==> config.mk <==
export PLATFORM = sky130hd
export DESIGN_NAME = label_resolver
export DESIGN_NICKNAME = d
export VERILOG_FILES = /design/src/rtl/lr_pkg.sv /design/src/rtl/lr_ucode.sv /design/src/rtl/lr_flags.sv /design/src/rtl/lr_queue.sv /design/src/rtl/label_resolver.sv
export SDC_FILE = /design/constraint.sdc
export NUM_CORES = 1
export LEC_CHECK = 0
export ABC_CLOCK_PERIOD_IN_PS = 7950
export BUFFER_PORTS_ARGS = -buffer_cell sky130_fd_sc_hd__buf_2
export CAP_MARGIN = 5
export CORE_UTILIZATION = 40
export CTS_BUF_LIST = sky130_fd_sc_hd__clkbuf_8 sky130_fd_sc_hd__clkbuf_16
export CTS_CLUSTER_SIZE = 30
export DETAILED_ROUTE_END_ITERATION = 10
export GPL_TIMING_DRIVEN = 1
export SLEW_MARGIN = 0
export SYNTH_ARGS = -nofsm -noshare
export SYNTH_HDL_FRONTEND = slang
export SYNTH_HIERARCHICAL = 1
export SYNTH_SLANG_ARGS = --single-unit
==> constraint.sdc <==
create_clock -name clk -period 7.95 [get_ports clk]
set_input_delay 1.59 -clock clk [delete_from_list [all_inputs] [get_ports clk]]
set_output_delay 1.59 -clock clk [all_outputs]
set_load 0.05 [all_outputs]
==> src/rtl/lr_pkg.sv <==
package lr_pkg;

   typedef enum logic [2:0] {
      ST_IDLE,
      ST_INIT,
      ST_SCAN,
      ST_POP,
      ST_REQ,
      ST_CHK,
      ST_DONE
   } lr_state_e;

   // status flags that, with the state, form the microcode address
   typedef struct packed {
      logic go;
      logic scan_end;
      logic scan_taken;
      logic q_empty;
      logic tbl_end;
      logic hit_free;
   } lr_status_t;

   // control word produced by the microcode decoder
   typedef struct packed {
      lr_state_e nxt;
      logic      latch;
      logic      init;
      logic      scan_inc;
      logic      take_scan;
      logic      pop;
      logic      rd;
      logic      pair_inc;
      logic      take_partner;
      logic      fin_inc;
      logic      done;
   } lr_uop_t;

endpackage

==> src/rtl/lr_ucode.sv <==
module lr_ucode
   import lr_pkg::*;
(
   input  lr_state_e  state,
   input  lr_status_t stat,
   output lr_uop_t    uop
);

   // address = {state, status}; each state inspects only the flags it needs
   always_comb begin
      uop     = '0;
      uop.nxt = state;
      unique case (state)
         ST_IDLE: begin
            if (stat.go) begin
               uop.latch = 1'b1;
               uop.nxt   = ST_INIT;
            end
         end
         ST_INIT: begin
            uop.init = 1'b1;
            uop.nxt  = ST_SCAN;
         end
         ST_SCAN: begin
            if (stat.scan_end) begin
               uop.nxt = ST_DONE;
            end else if (stat.scan_taken) begin
               uop.scan_inc = 1'b1;
            end else begin
               uop.take_scan = 1'b1;
               uop.nxt       = ST_POP;
            end
         end
         ST_POP: begin
            if (stat.q_empty) begin
               uop.fin_inc  = 1'b1;
               uop.scan_inc = 1'b1;
               uop.nxt      = ST_SCAN;
            end else begin
               uop.pop = 1'b1;
               uop.nxt = ST_REQ;
            end
         end
         ST_REQ: begin
            if (stat.tbl_end) begin
               uop.nxt = ST_POP;
            end else begin
               uop.rd  = 1'b1;
               uop.nxt = ST_CHK;
            end
         end
         ST_CHK: begin
            uop.pair_inc     = 1'b1;
            uop.take_partner = stat.hit_free;
            uop.nxt          = ST_REQ;
         end
         ST_DONE: begin
            uop.done = 1'b1;
            uop.nxt  = ST_IDLE;
         end
         default: uop.nxt = ST_IDLE;
      endcase
   end

endmodule

==> src/rtl/lr_flags.sv <==
module lr_flags #(
   parameter int LBL_W = 6
) (
   input  logic             clk,
   input  logic             rst_n,
   input  logic             clr,
   input  logic             set_en,
   input  logic [LBL_W-1:0] set_idx,
   input  logic [LBL_W-1:0] rd_a_idx,
   output logic             rd_a,
   input  logic [LBL_W-1:0] rd_b_idx,
   output logic             rd_b
);

   localparam int NL = 1 << LBL_W;

   logic [NL-1:0] bits_q;
   logic [NL-1:0] set_vec;

   for (genvar i = 0; i < NL; i++) begin : g_dec
      assign set_vec[i] = set_en && (set_idx == LBL_W'(i));
   end

   always_ff @(posedge clk or negedge rst_n) begin
      if (!rst_n)   bits_q <= '0;
      else if (clr) bits_q <= '0;
      else          bits_q <= bits_q | set_vec;
   end

   assign rd_a = bits_q[rd_a_idx];
   assign rd_b = bits_q[rd_b_idx];

endmodule

==> src/rtl/lr_queue.sv <==
module lr_queue #(
   parameter int LBL_W = 6
) (
   input  logic             clk,
   input  logic             rst_n,
   input  logic             clr,
   input  logic             push,
   input  logic [LBL_W-1:0] push_data,
   input  logic             pop,
   output logic [LBL_W-1:0] head,
   output logic             empty
);

   localparam int NL = 1 << LBL_W;

   logic [LBL_W-1:0] mem [NL];
   logic [LBL_W:0]   wp_q, rp_q;

   always_ff @(posedge clk) begin
      if (push) mem[wp_q[LBL_W-1:0]] <= push_data;
   end

   always_ff @(posedge clk or negedge rst_n) begin
      if (!rst_n) begin
         wp_q <= '0;
         rp_q <= '0;
      end else if (clr) begin
         wp_q <= '0;
         rp_q <= '0;
      end else begin
         if (push) wp_q <= wp_q + 1'b1;
         if (pop)  rp_q <= rp_q + 1'b1;
      end
   end

   assign head  = mem[rp_q[LBL_W-1:0]];
   assign empty = (wp_q == rp_q);

endmodule

==> src/rtl/label_resolver.sv <==
module label_resolver
   import lr_pkg::*;
#(
   parameter int LBL_W   = 6,
   parameter int PAIR_AW = 7
) (
   input  logic               clk,
   input  logic               rst_n,
   input  logic               start,
   input  logic [LBL_W:0]     lbl_count,
   input  logic [PAIR_AW:0]   pair_count,
   output logic               pair_rd,
   output logic [PAIR_AW-1:0] pair_addr,
   input  logic [LBL_W-1:0]   pair_a,
   input  logic [LBL_W-1:0]   pair_b,
   output logic               tbl_we,
   output logic [LBL_W-1:0]   tbl_addr,
   output logic [LBL_W-1:0]   tbl_data,
   output logic               busy,
   output logic               done,
   output logic [LBL_W:0]     final_count
);

   if (LBL_W < 1 || LBL_W > 10) begin : g_bad_lbl_w
      $error("label_resolver: LBL_W must lie in 1..10");
   end
   if (PAIR_AW < 1 || PAIR_AW > 12) begin : g_bad_pair_aw
      $error("label_resolver: PAIR_AW must lie in 1..12");
   end

   lr_state_e        state_q;
   lr_status_t       stat;
   lr_uop_t          uop;

   logic [LBL_W:0]   scan_q, fin_q, cnt_q;
   logic [PAIR_AW:0] pidx_q, pcnt_q;
   logic [LBL_W-1:0] cur_q;

   logic [LBL_W-1:0] scan_idx, partner, q_head, set_idx;
   logic             scan_taken, partner_taken, q_empty;
   logic             a_hit, b_hit, take;

   assign scan_idx = scan_q[LBL_W-1:0];
   assign a_hit    = (pair_a == cur_q);
   assign b_hit    = (pair_b == cur_q);
   assign partner  = a_hit ? pair_b : pair_a;

   always_comb begin
      stat            = '0;
      stat.go         = start;
      stat.scan_end   = (scan_q == cnt_q);
      stat.scan_taken = scan_taken;
      stat.q_empty    = q_empty;
      stat.tbl_end    = (pidx_q == pcnt_q);
      stat.hit_free   = (a_hit | b_hit) & ~partner_taken;
   end

   lr_ucode u_ucode (
      .state (state_q),
      .stat  (stat),
      .uop   (uop)
   );

   assign take    = uop.take_scan | uop.take_partner;
   assign set_idx = uop.take_scan ? scan_idx : partner;

   lr_flags #(.LBL_W(LBL_W)) u_flags (
      .clk      (clk),
      .rst_n    (rst_n),
      .clr      (uop.init),
      .set_en   (take),
      .set_idx  (set_idx),
      .rd_a_idx (scan_idx),
      .rd_a     (scan_taken),
      .rd_b_idx (partner),
      .rd_b     (partner_taken)
   );

   lr_queue #(.LBL_W(LBL_W)) u_queue (
      .clk       (clk),
      .rst_n     (rst_n),
      .clr       (uop.init),
      .push      (take),
      .push_data (set_idx),
      .pop       (uop.pop),
      .head      (q_head),
      .empty     (q_empty)
   );

   always_ff @(posedge clk or negedge rst_n) begin
      if (!rst_n) begin
         state_q <= ST_IDLE;
         scan_q  <= '0;
         fin_q   <= '0;
         cnt_q   <= '0;
         pcnt_q  <= '0;
         pidx_q  <= '0;
         cur_q   <= '0;
      end else begin
         state_q <= uop.nxt;
         if (uop.latch) begin
            cnt_q  <= lbl_count;
            pcnt_q <= pair_count;
         end
         if (uop.init) begin
            scan_q <= '0;
            fin_q  <= '0;
         end else begin
            if (uop.scan_inc) scan_q <= scan_q + 1'b1;
            if (uop.fin_inc)  fin_q  <= fin_q + 1'b1;
         end
         if (uop.pop) begin
            cur_q  <= q_head;
            pidx_q <= '0;
         end else if (uop.pair_inc) begin
            pidx_q <= pidx_q + 1'b1;
         end
      end
   end

   assign pair_rd     = uop.rd;
   assign pair_addr   = pidx_q[PAIR_AW-1:0];
   assign tbl_we      = take;
   assign tbl_addr    = set_idx;
   assign tbl_data    = fin_q[LBL_W-1:0];
   assign busy        = (state_q != ST_IDLE);
   assign done        = uop.done;
   assign final_count = fin_q;

endmodule

==> results of run 1 <==
==> per-stage QoR <==
step	setup WS (ns)	std cells	cell area, µm²	power (mW)	hold WS (ns)
after global placement	1.05	2073	22900	6.13	0.501
after CTS	0.906	2171	24800	8.75	0.517
after global routing	0.593	2171	24800	9.02	0.546
final	0.911	2172	24800	8.64	0.524
after floorplan	0.780	1379	21900	5.32	0.473
after detailed placement	0.923	2073	22900	6.18	0.503
==> cell type report <==
type                    instances  area, µm²
inverters                      11       41.3
clock buffers                  61       1440
fillers                      4628      29200
flip-flops and latches        508      14600
repair buffers                 90        531
diodes                          1       2.50
multi-input cells             768       6870
clock inverters                37        403
well taps                     696        871
==> per-layer routing <==
layer | routed length, µm | GRT usage (%) | vias to the layer above | part of all wire [%]
met5 | 38 | 0 | - | 0.074
met4 | 1540 | 6.75 | 6 | 3.0
met3 | 3620 | 4.39 | 89 | 7.0
met2 | 24300 | 29.5 | 430 | 47
met1 | 22000 | 26.0 | 6329 | 43
li1 | - | - | 5443 | -
==> registers in the layout, indices dropped and copies added, names as in the netlist <==
signal / count
cnt_q: 7
cur_q: 6
final_count: 7
pcnt_q: 8
pidx_q: 8
scan_q: 7
state_q: 3
u_flags/bits_q: 64
u_queue/mem: 384
u_queue/rp_q: 7
u_queue/wp_q: 7
==> power by group through the flow <==
stage          clock (mW)  sequential (mW)  combinational (mW)
6_report             2.56             3.78                2.30
3_5_place_dp            0             3.83                2.35
5_1_grt              2.71             3.81                2.50
2_1_floorplan           0             3.72                1.60
4_1_cts              2.62             3.78                2.35
3_3_place_gp            0             3.83                2.31
==> synth_stat cells (4+ instances only) <==
cell type    n  area, µm²
edfxtp_1   384      11500
nor2_1     183        687
dfrtp_1    124       3100
mux4_2     116       2610
a21oi_1     80        400
clkbuf_1    39        146
mux2i_1     36        360
nand2_1     35        131
xor2_1      32        280
mux2_2      29        327
xnor2_1     26        228
buf_4       20        150
nor2b_1     20        125
buf_2       19       95.1
nor3_1      16       80.1
nand3_1     14       70.1
nand4_1     13       81.3
a22o_1      12        105
inv_1       11       41.3
nand2b_1    10       62.6
and3_1       9       56.3
o21ai_0      9       45.0
o32ai_1      9       78.8
a22oi_1      8       60.1
a31oi_1      8       50.1
buf_1        8       30.0
o22ai_1      7       43.8
or3_1        7       43.8
buf_6        6       67.6
nand3b_1     6       45.0
nor4b_1      6       52.6
o21ai_1      6       30.0
o21ai_2      6       52.6
a221o_1      5       50.1
and3b_1      5       43.8
ha_1         5       62.6
nor3b_1      5       37.5
nor4_1       5       31.3
and2_1       4       25.0
mux4_1       4        105
==> critical path, stage by stage <==
cell and delay, ns:
buf_2 0.12, xor2_1 0.17, nor4_4 0.49, nand2_2 0.20
o21ai_1 0.78, mux4_2 0.41, mux4_2 0.49, nor2b_1 0.12
o32ai_1 0.09, a21oi_1 0.14, nor3b_1 0.18, or2_2 0.33
buf_2 0.33
==> placed cells by master (no fill, tap or decap), types with 8 or more instances in the layout <==
cell,count
a21oi_1,74
a22o_1,12
a22oi_1,8
a31oi_1,8
and3_1,9
buf_2,58
buf_4,32
clkbuf_16,53
clkbuf_8,8
clkinv_2,9
dfrtp_1,122
edfxtp_1,384
inv_1,21
mux2_2,29
mux2i_1,36
mux4_2,116
nand2_1,35
nand2b_1,10
nand3_1,14
nand4_1,13
nor2_1,183
nor2b_1,20
nor3_1,16
o21ai_0,9
o32ai_1,9
xnor2_1,26
xor2_1,32
==> worst min-delay path by stage <==
stage,from,to,depth (start not counted)
2_1_floorplan,u_flags/bits_q[38],u_flags/bits_q[38],2
3_3_place_gp,u_flags/bits_q[25],u_flags/bits_q[25],2
3_5_place_dp,u_flags/bits_q[21],u_flags/bits_q[21],2
4_1_cts,u_flags/bits_q[21],u_flags/bits_q[21],2
5_1_grt,cnt_q[4],cnt_q[4],1
6_report,u_flags/bits_q[21],u_flags/bits_q[21],2
==> logic make-up after synthesis <==
family	Yosys count	share of synthesized area, %
flip-flops	508	66.7
AND/OR/NAND/NOR	350	7.71
multiplexers	185	15.5
AO/OA/AOI/OAI	169	4.93
buffers and inverters	103	2.42
XOR/XNOR	59	2.39
adder cells (fa/ha/maj)	5	0.285
==> impl_metrics.json, run 1 <==
{
  "status": "finished, final reports clean",
  "synth_area_per_cell_um2": 15.9,
  "path_clk_slew_ns": 0.05,
  "dr.pass1.iters": 5,
  "drive_gt1_share_pct": 23.5,
  "power.switching_mw": 2.84,
  "rows": 85,
  "hpwl_um": 33800,
  "grtUsageTotal_pct": 18.9,
  "crit_end": "tbl_we",
  "cts_resized": 0,
  "start_util_pct": 40.6,
  "num-nets-final": 1467,
  "worstSkewPairLatency_ns": 0.62,
  "setup_viol": 0,
  "synth_async_sr_flop_share_pct": 24.4,
  "cts_hold_buf": 0,
  "antenna_found_initial": 3,
  "p_leak_nw": 8.63,
  "tightest_slew_ns": 1.18,
  "worstRegToRegCells": 15,
  "cts_setup_buffers": 0,
  "syn-cell-area_mm2": 0.0219,
  "cts_buffer_depth": 3,
  "drv_slew": 0,
  "period_needed_ns": 7.04,
  "rsz0062_at_grt": "false",
  "r2r_setup_slack_ns": 1.58,
  "synth_edf_count": 384,
  "drc": 0,
  "ios": 60,
  "vias": 12300,
  "die_y_um": 236,
  "synth_ff_type": "edfxtp_1",
  "sw_frac_of_total_pct": 32.9,
  "ys_seq_area_share_pct": 66.7,
  "combinationalPowerShare_pct": 26.7,
  "ys_ff_latch": 508,
  "wl_per_cell_um": 23.7,
  "start_kind": "input port",
  "r2r-start": "scan_q[0]",
  "synth_fp_nets": 1414,
  "power.share.sequential_pct": 43.7,
  "ys_types": 64,
  "area_growth_pct": 13.1,
  "pwr-share-clk_pct": 29.6,
  "numClockSinks": 508,
  "crit_required_ns": 6.36,
  "min_period_over_period_pct": 88.5,
  "finalWeightedCongestion": 0.872,
  "grt_pass1_wl_um": 79500,
  "maxCapViolCount": 0,
  "fp.dieW_um": 236,
  "max_clock_freq_ghz": 0.142,
  "grt_pass1_vias": 12600,
  "die_area_mm2": 0.0558,
  "max-vdd-ir-drop_mv": 0.385,
  "intPower_mw": 5.79,
  "drt_iter0_drc": 1066,
  "crit_start": "pair_a[4]",
  "cts_root_buf": "clkbuf_16",
  "hold_violations": 0,
  "design.core.area_mm2": 0.0540,
  "synth_warnings": 6,
  "cp_data_arrival_time_ns": 5.45,
  "postSynthCellCount": 1379,
  "vias_per_cell": 5.66,
  "grt_max_degree": 73,
  "io_buffers": 59,
  "reg2reg_to": "u_flags/bits_q[16]",
  "tns_ns": 0,
  "min_path_type": "reg2reg",
  "cts_buffers": 53,
  "skew_ns": 0.0461,
  "crit_fanout": 11,
  "overflow": 0,
  "critPathKind": "in2out",
  "htree_levels": 2,
  "ant_nets": 0,
  "cts_tree": "built",
  "wl_um": 51500,
  "cp-end-kind": "output pin",
  "postLayoutCoreUtil_pct": 45.9,
  "p_per_area_mw_per_mm2": 348,
  "slew_headroom_pct": 21.3
}
No activity file was read; power rests on OpenSTA's default activity.
==> inputs of run 2 (changes only) <==
- CTS_BUF_LIST: sky130_fd_sc_hd__clkbuf_8 sky130_fd_sc_hd__clkbuf_16 -> sky130_fd_sc_hd__clkbuf_8
==> impl_metrics.json, run 2 (synthesis gave the netlist of run 1 again) <==
{
  "vias_per_cell": 5.64,
  "slew_headroom_pct": 19.3,
  "final_area_mm2": 0.0245,
  "setup_viol": 0,
  "start_util_pct": 40.6,
  "min_period_over_period_pct": 88.8,
  "grt_max_degree": 73,
  "finalWeightedCongestion": 0.872,
  "drc": 0,
  "num-nets-final": 1498,
  "crit_fanout": 11,
  "p_total_mw": 8.20,
  "dpl_cell_area_mm2": 0.0229,
  "die_y_um": 236,
  "max-vdd-ir-drop_mv": 0.428,
  "worstSkewPairLatency_ns": 0.67,
  "cp_data_arrival_time_ns": 5.47,
  "cts_hold_buf": 0,
  "design.core.area_mm2": 0.0540,
  "final_cell_mix": "384 x edfxtp_1, 183 x nor2_1, 122 x dfrtp_1, 116 x mux4_2, 91 x clkbuf_8",
  "rows": 85,
  "largest_reg_flops": 384,
  "start_kind": "input port",
  "ios": 60,
  "worstRegToRegCells": 15,
  "rsz0062_at_grt": "false",
  "cts_resized": 0,
  "num-fill-cells": 4703,
  "layout_commonest_cell": "edfxtp_1",
  "status": "finished, final reports clean",
  "vias": 12500,
  "worst_slack_ns": 0.890,
  "htree_levels": 3,
  "crit_start": "pair_a[4]",
  "cts_tree": "built",
  "max_clock_freq_ghz": 0.142,
  "tightest_slew_ns": 1.21,
  "skew_ns": 0.0409,
  "path_clk_slew_ns": 0.06,
  "r2r-start": "scan_q[0]",
  "reg2reg_to": "u_flags/bits_q[16]",
  "min_path_type": "reg2reg",
  "n_antenna_cell": 0,
  "wl_um": 52100,
  "dr.pass1.iters": 5,
  "cp-end-kind": "output pin",
  "drv_slew": 0,
  "crit_end": "tbl_we",
  "cts_buffer_depth": 3,
  "die_area_mm2": 0.0558,
  "fp.dieW_um": 236,
  "maxCapViolCount": 0,
  "area_growth_pct": 11.7,
  "cts_root_buf": "clkbuf_8",
  "drt_iter0_drc": 1141,
  "critPathKind": "in2out",
  "p_leak_nw": 8.56,
  "wl_per_cell_um": 23.5,
  "hpwl_um": 33800,
  "hold_violations": 0,
  "r2r_setup_slack_ns": 1.72,
  "antenna_found_initial": 1,
  "numClockSinks": 508,
  "drive_gt1_share_pct": 24.2,
  "postLayoutCoreUtil_pct": 45.3,
  "ant_nets": 0,
  "grt_pass1_wl_um": 80600,
  "p_per_area_mw_per_mm2": 335,
  "period_needed_ns": 7.06,
  "grt_pass1_vias": 12800,
  "crit_required_ns": 6.36,
  "overflow": 0,
  "tns_ns": 0,
  "cts_setup_buffers": 0,
  "dp_slack_ns": 0.923,
  "grtUsageTotal_pct": 19.2,
  "cts_buffers": 84,
  "io_buffers": 59
}
## run 2: cell types whose count changed in the layout (fill, tap and decap cells not counted), moves of 2 or more
cell / delta
inv_1: +14
clkbuf_8: +83
clkinv_1: +11
clkinv_2: -3
inv_8: +2
bufinv_16: -6
clkinv_8: -2
clkbuf_16: -53
clkinvlp_4: +3
## run 2: per-stage QoR
| stage | hold slack, ns | instances |
|---|---|---|
| after global routing | 0.545 | 2218 |
| after global placement | 0.501 | 2073 |
| after detailed placement | 0.503 | 2073 |
| after floorplan | 0.473 | 1379 |
| final | 0.526 | 2218 |
| after CTS | 0.519 | 2218 |
## run 2: worst max-delay path, stage by stage
cell,delay (ns)
buf_2,0.12
xor2_1,0.17
nor4_4,0.49
nand2_2,0.21
o21ai_1,0.80
mux4_2,0.42
mux4_2,0.49
nor2b_1,0.12
o32ai_1,0.09
a21oi_1,0.14
nor3b_1,0.18
or2_2,0.32
buf_2,0.33
## run 2: area by class of cell
type | count | area (µm²) | share of cell area [%]
sequential | 508 | 14600 | 59.8
multi-input combinational | 768 | 6870 | 28.0
clock buffer | 91 | 1250 | 5.12
tap | 696 | 871 | 3.56
timing repair buffer | 90 | 531 | 2.17
clock inverter | 54 | 283 | 1.15
inverter | 11 | 41.3 | 0.169
## run 2: report_power, final
part | internal, mW | leakage [nW] | switching (mW)
combinational | 0.793 | 2.56 | 1.52
sequential | 3.48 | 5.12 | 0.296
clock | 1.09 | 0.871 | 1.03
## run 2: how the worst min path moves through the flow
stage | from | cells past startpoint | end | slack, ns
global route | cnt_q[4] | 1 | cnt_q[4] | 0.54
detailed placement | u_flags/bits_q[21] | 2 | u_flags/bits_q[21] | 0.50
global placement | u_flags/bits_q[25] | 2 | u_flags/bits_q[25] | 0.50
CTS | u_flags/bits_q[21] | 2 | u_flags/bits_q[21] | 0.52
finish | u_flags/bits_q[21] | 2 | u_flags/bits_q[21] | 0.53
floorplan | u_flags/bits_q[38] | 2 | u_flags/bits_q[38] | 0.47
## run 2: routing by layer
| metal | up-vias | track usage [%] | part of all wire, % |
|---|---|---|---|
| li1 | 5501 | - | - |
| met1 | 6547 | 26.6 | 44 |
| met2 | 390 | 30.3 | 48 |
| met3 | 79 | 4.24 | 5.6 |
| met4 | 2 | 5.61 | 2.0 |
| met5 | - | 0 | 0.025 |
==> inputs of run 3 (changes only) <==
- BUFFER_PORTS_ARGS: -buffer_cell sky130_fd_sc_hd__buf_2 -> -buffer_cell sky130_fd_sc_hd__buf_4
- CORE_MARGIN: not set -> 3
==> impl_metrics.json, run 3 (synthesis gave the netlist of run 1 again) <==
{
  "hpwl_um": 34500,
  "crit_fanout": 11,
  "grt_pass1_wl_um": 81900,
  "num-nets-final": 1496,
  "finalWeightedCongestion": 0.865,
  "max_clock_freq_ghz": 0.141,
  "vias": 12600,
  "start_util_pct": 40.6,
  "crit_required_ns": 6.36,
  "grt_pass1_vias": 12700,
  "drt_iter0_drc": 1349,
  "final_area_mm2": 0.0248,
  "period_needed_ns": 7.09,
  "tns_ns": 0,
  "rsz0062_at_grt": "false",
  "die_area_mm2": 0.0577,
  "grt_max_degree": 93,
  "io_buffers": 59,
  "htree_levels": 3,
  "antenna_found_initial": 1,
  "overflow": 0,
  "worstSkewPairLatency_ns": 0.67,
  "cts_root_buf": "clkbuf_8",
  "holdPathStages": 2,
  "maxCapViolCount": 0,
  "design.core.area_mm2": 0.0540,
  "final_cell_mix": "384 x edfxtp_1, 183 x nor2_1, 122 x dfrtp_1, 116 x mux4_2, 98 x clkbuf_8",
  "cp-end-kind": "output pin",
  "max-vdd-ir-drop_mv": 0.253,
  "largest_reg_flops": 384,
  "p_leak_nw": 8.64,
  "critPathKind": "in2out",
  "tightest_slew_ns": 1.19,
  "layout_commonest_cell": "edfxtp_1",
  "cts_hold_buf": 0,
  "cts_buffers": 84,
  "numClockSinks": 508,
  "dpl_cell_area_mm2": 0.0231,
  "drc": 0,
  "n_antenna_cell": 0,
  "fp.dieW_um": 240,
  "drive_gt1_share_pct": 25.0,
  "p_total_mw": 8.45,
  "hold_violations": 0,
  "p_per_area_mw_per_mm2": 341,
  "rows": 85,
  "path_clk_slew_ns": 0.06,
  "setup_viol": 0,
  "grtUsageTotal_pct": 19.0,
  "ant_nets": 0,
  "status": "finished, final reports clean",
  "vias_per_cell": 5.70,
  "area_growth_pct": 12.9,
  "cts_setup_buffers": 0,
  "min_path_type": "reg2reg",
  "cts_resized": 0,
  "start_kind": "input port",
  "slew_headroom_pct": 20.6,
  "die_y_um": 240,
  "cts_tree": "built",
  "drv_slew": 0,
  "wl_per_cell_um": 24.2,
  "dr.pass1.iters": 5,
  "worstRegToRegCells": 15,
  "wl_um": 53600,
  "cp_data_arrival_time_ns": 5.50,
  "min_period_over_period_pct": 89.2,
  "skew_ns": 0.0300,
  "cts_buffer_depth": 3,
  "ios": 60
}
run 3: cell count changes in the layout (fill, tap and decap cells not counted), moves of 3 or more:
cell,delta
clkinv_2,+5
buf_2,-58
inv_1,-8
clkbuf_8,+7
clkinv_1,-3
clkinvlp_4,-3
buf_4,+56
run 3: layout make-up:
| class | count | area, µm² |
|---|---|---|
| clock buffers | 98 | 1350 |
| flip-flops and latches | 508 | 14600 |
| multi-input cells | 768 | 6870 |
| repair buffers | 88 | 661 |
| well taps | 696 | 871 |
| clock inverters | 50 | 333 |
| inverters | 11 | 41.3 |
| fillers | 4698 | 29300 |
run 3: stage by stage:
stage,hold WS (ns),worst slack (ns),cells,util (%)
2_1_floorplan,0.473,0.780,1379,-
3_3_place_gp,0.502,1.06,2071,42.7
3_5_place_dp,0.508,0.932,2071,42.7
4_1_cts,0.522,0.908,2219,45.8
5_1_grt,0.541,0.660,2219,45.8
6_report,0.522,0.862,2219,45.8
run 3: worst max-delay path: stages:
cell     delay [ns]
buf_4          0.12
xor2_1         0.17
nor4_4         0.47
nand2_2        0.21
o21ai_1        0.81
mux4_2         0.41
mux4_2         0.49
nor2b_1        0.14
o32ai_1        0.10
a21oi_1        0.16
nor3b_1        0.24
or2_2          0.33
buf_4          0.26
run 3: routing by layer:
layer | GRT usage (%) | share of wire (%)
met5 | 0 | 0
met4 | 5.87 | 2.4
met3 | 4.42 | 6.9
met2 | 29.8 | 47
met1 | 26.6 | 43
run 3: power breakdown:
| part | internal, mW | switching, mW |
|---|---|---|
| combinational | 0.827 | 1.59 |
| clock | 1.23 | 1.05 |
| sequential | 3.48 | 0.273 |
| total | 5.54 | 2.91 |
run 3: path summary, 6_finish.rpt:
kind / start / end / slack (ns)
min in group asynchronous: rst_n / cnt_q[3] / 0.95
max reg2reg: scan_q[0] / u_flags/bits_q[29] / 2.00
min: u_flags/bits_q[46] / u_flags/bits_q[46] / 0.52
min reg2reg: u_flags/bits_q[46] / u_flags/bits_q[46] / 0.52
max in group asynchronous: rst_n / u_queue/rp_q[0] / 5.45
max: pair_a[4] / tbl_we / 0.86
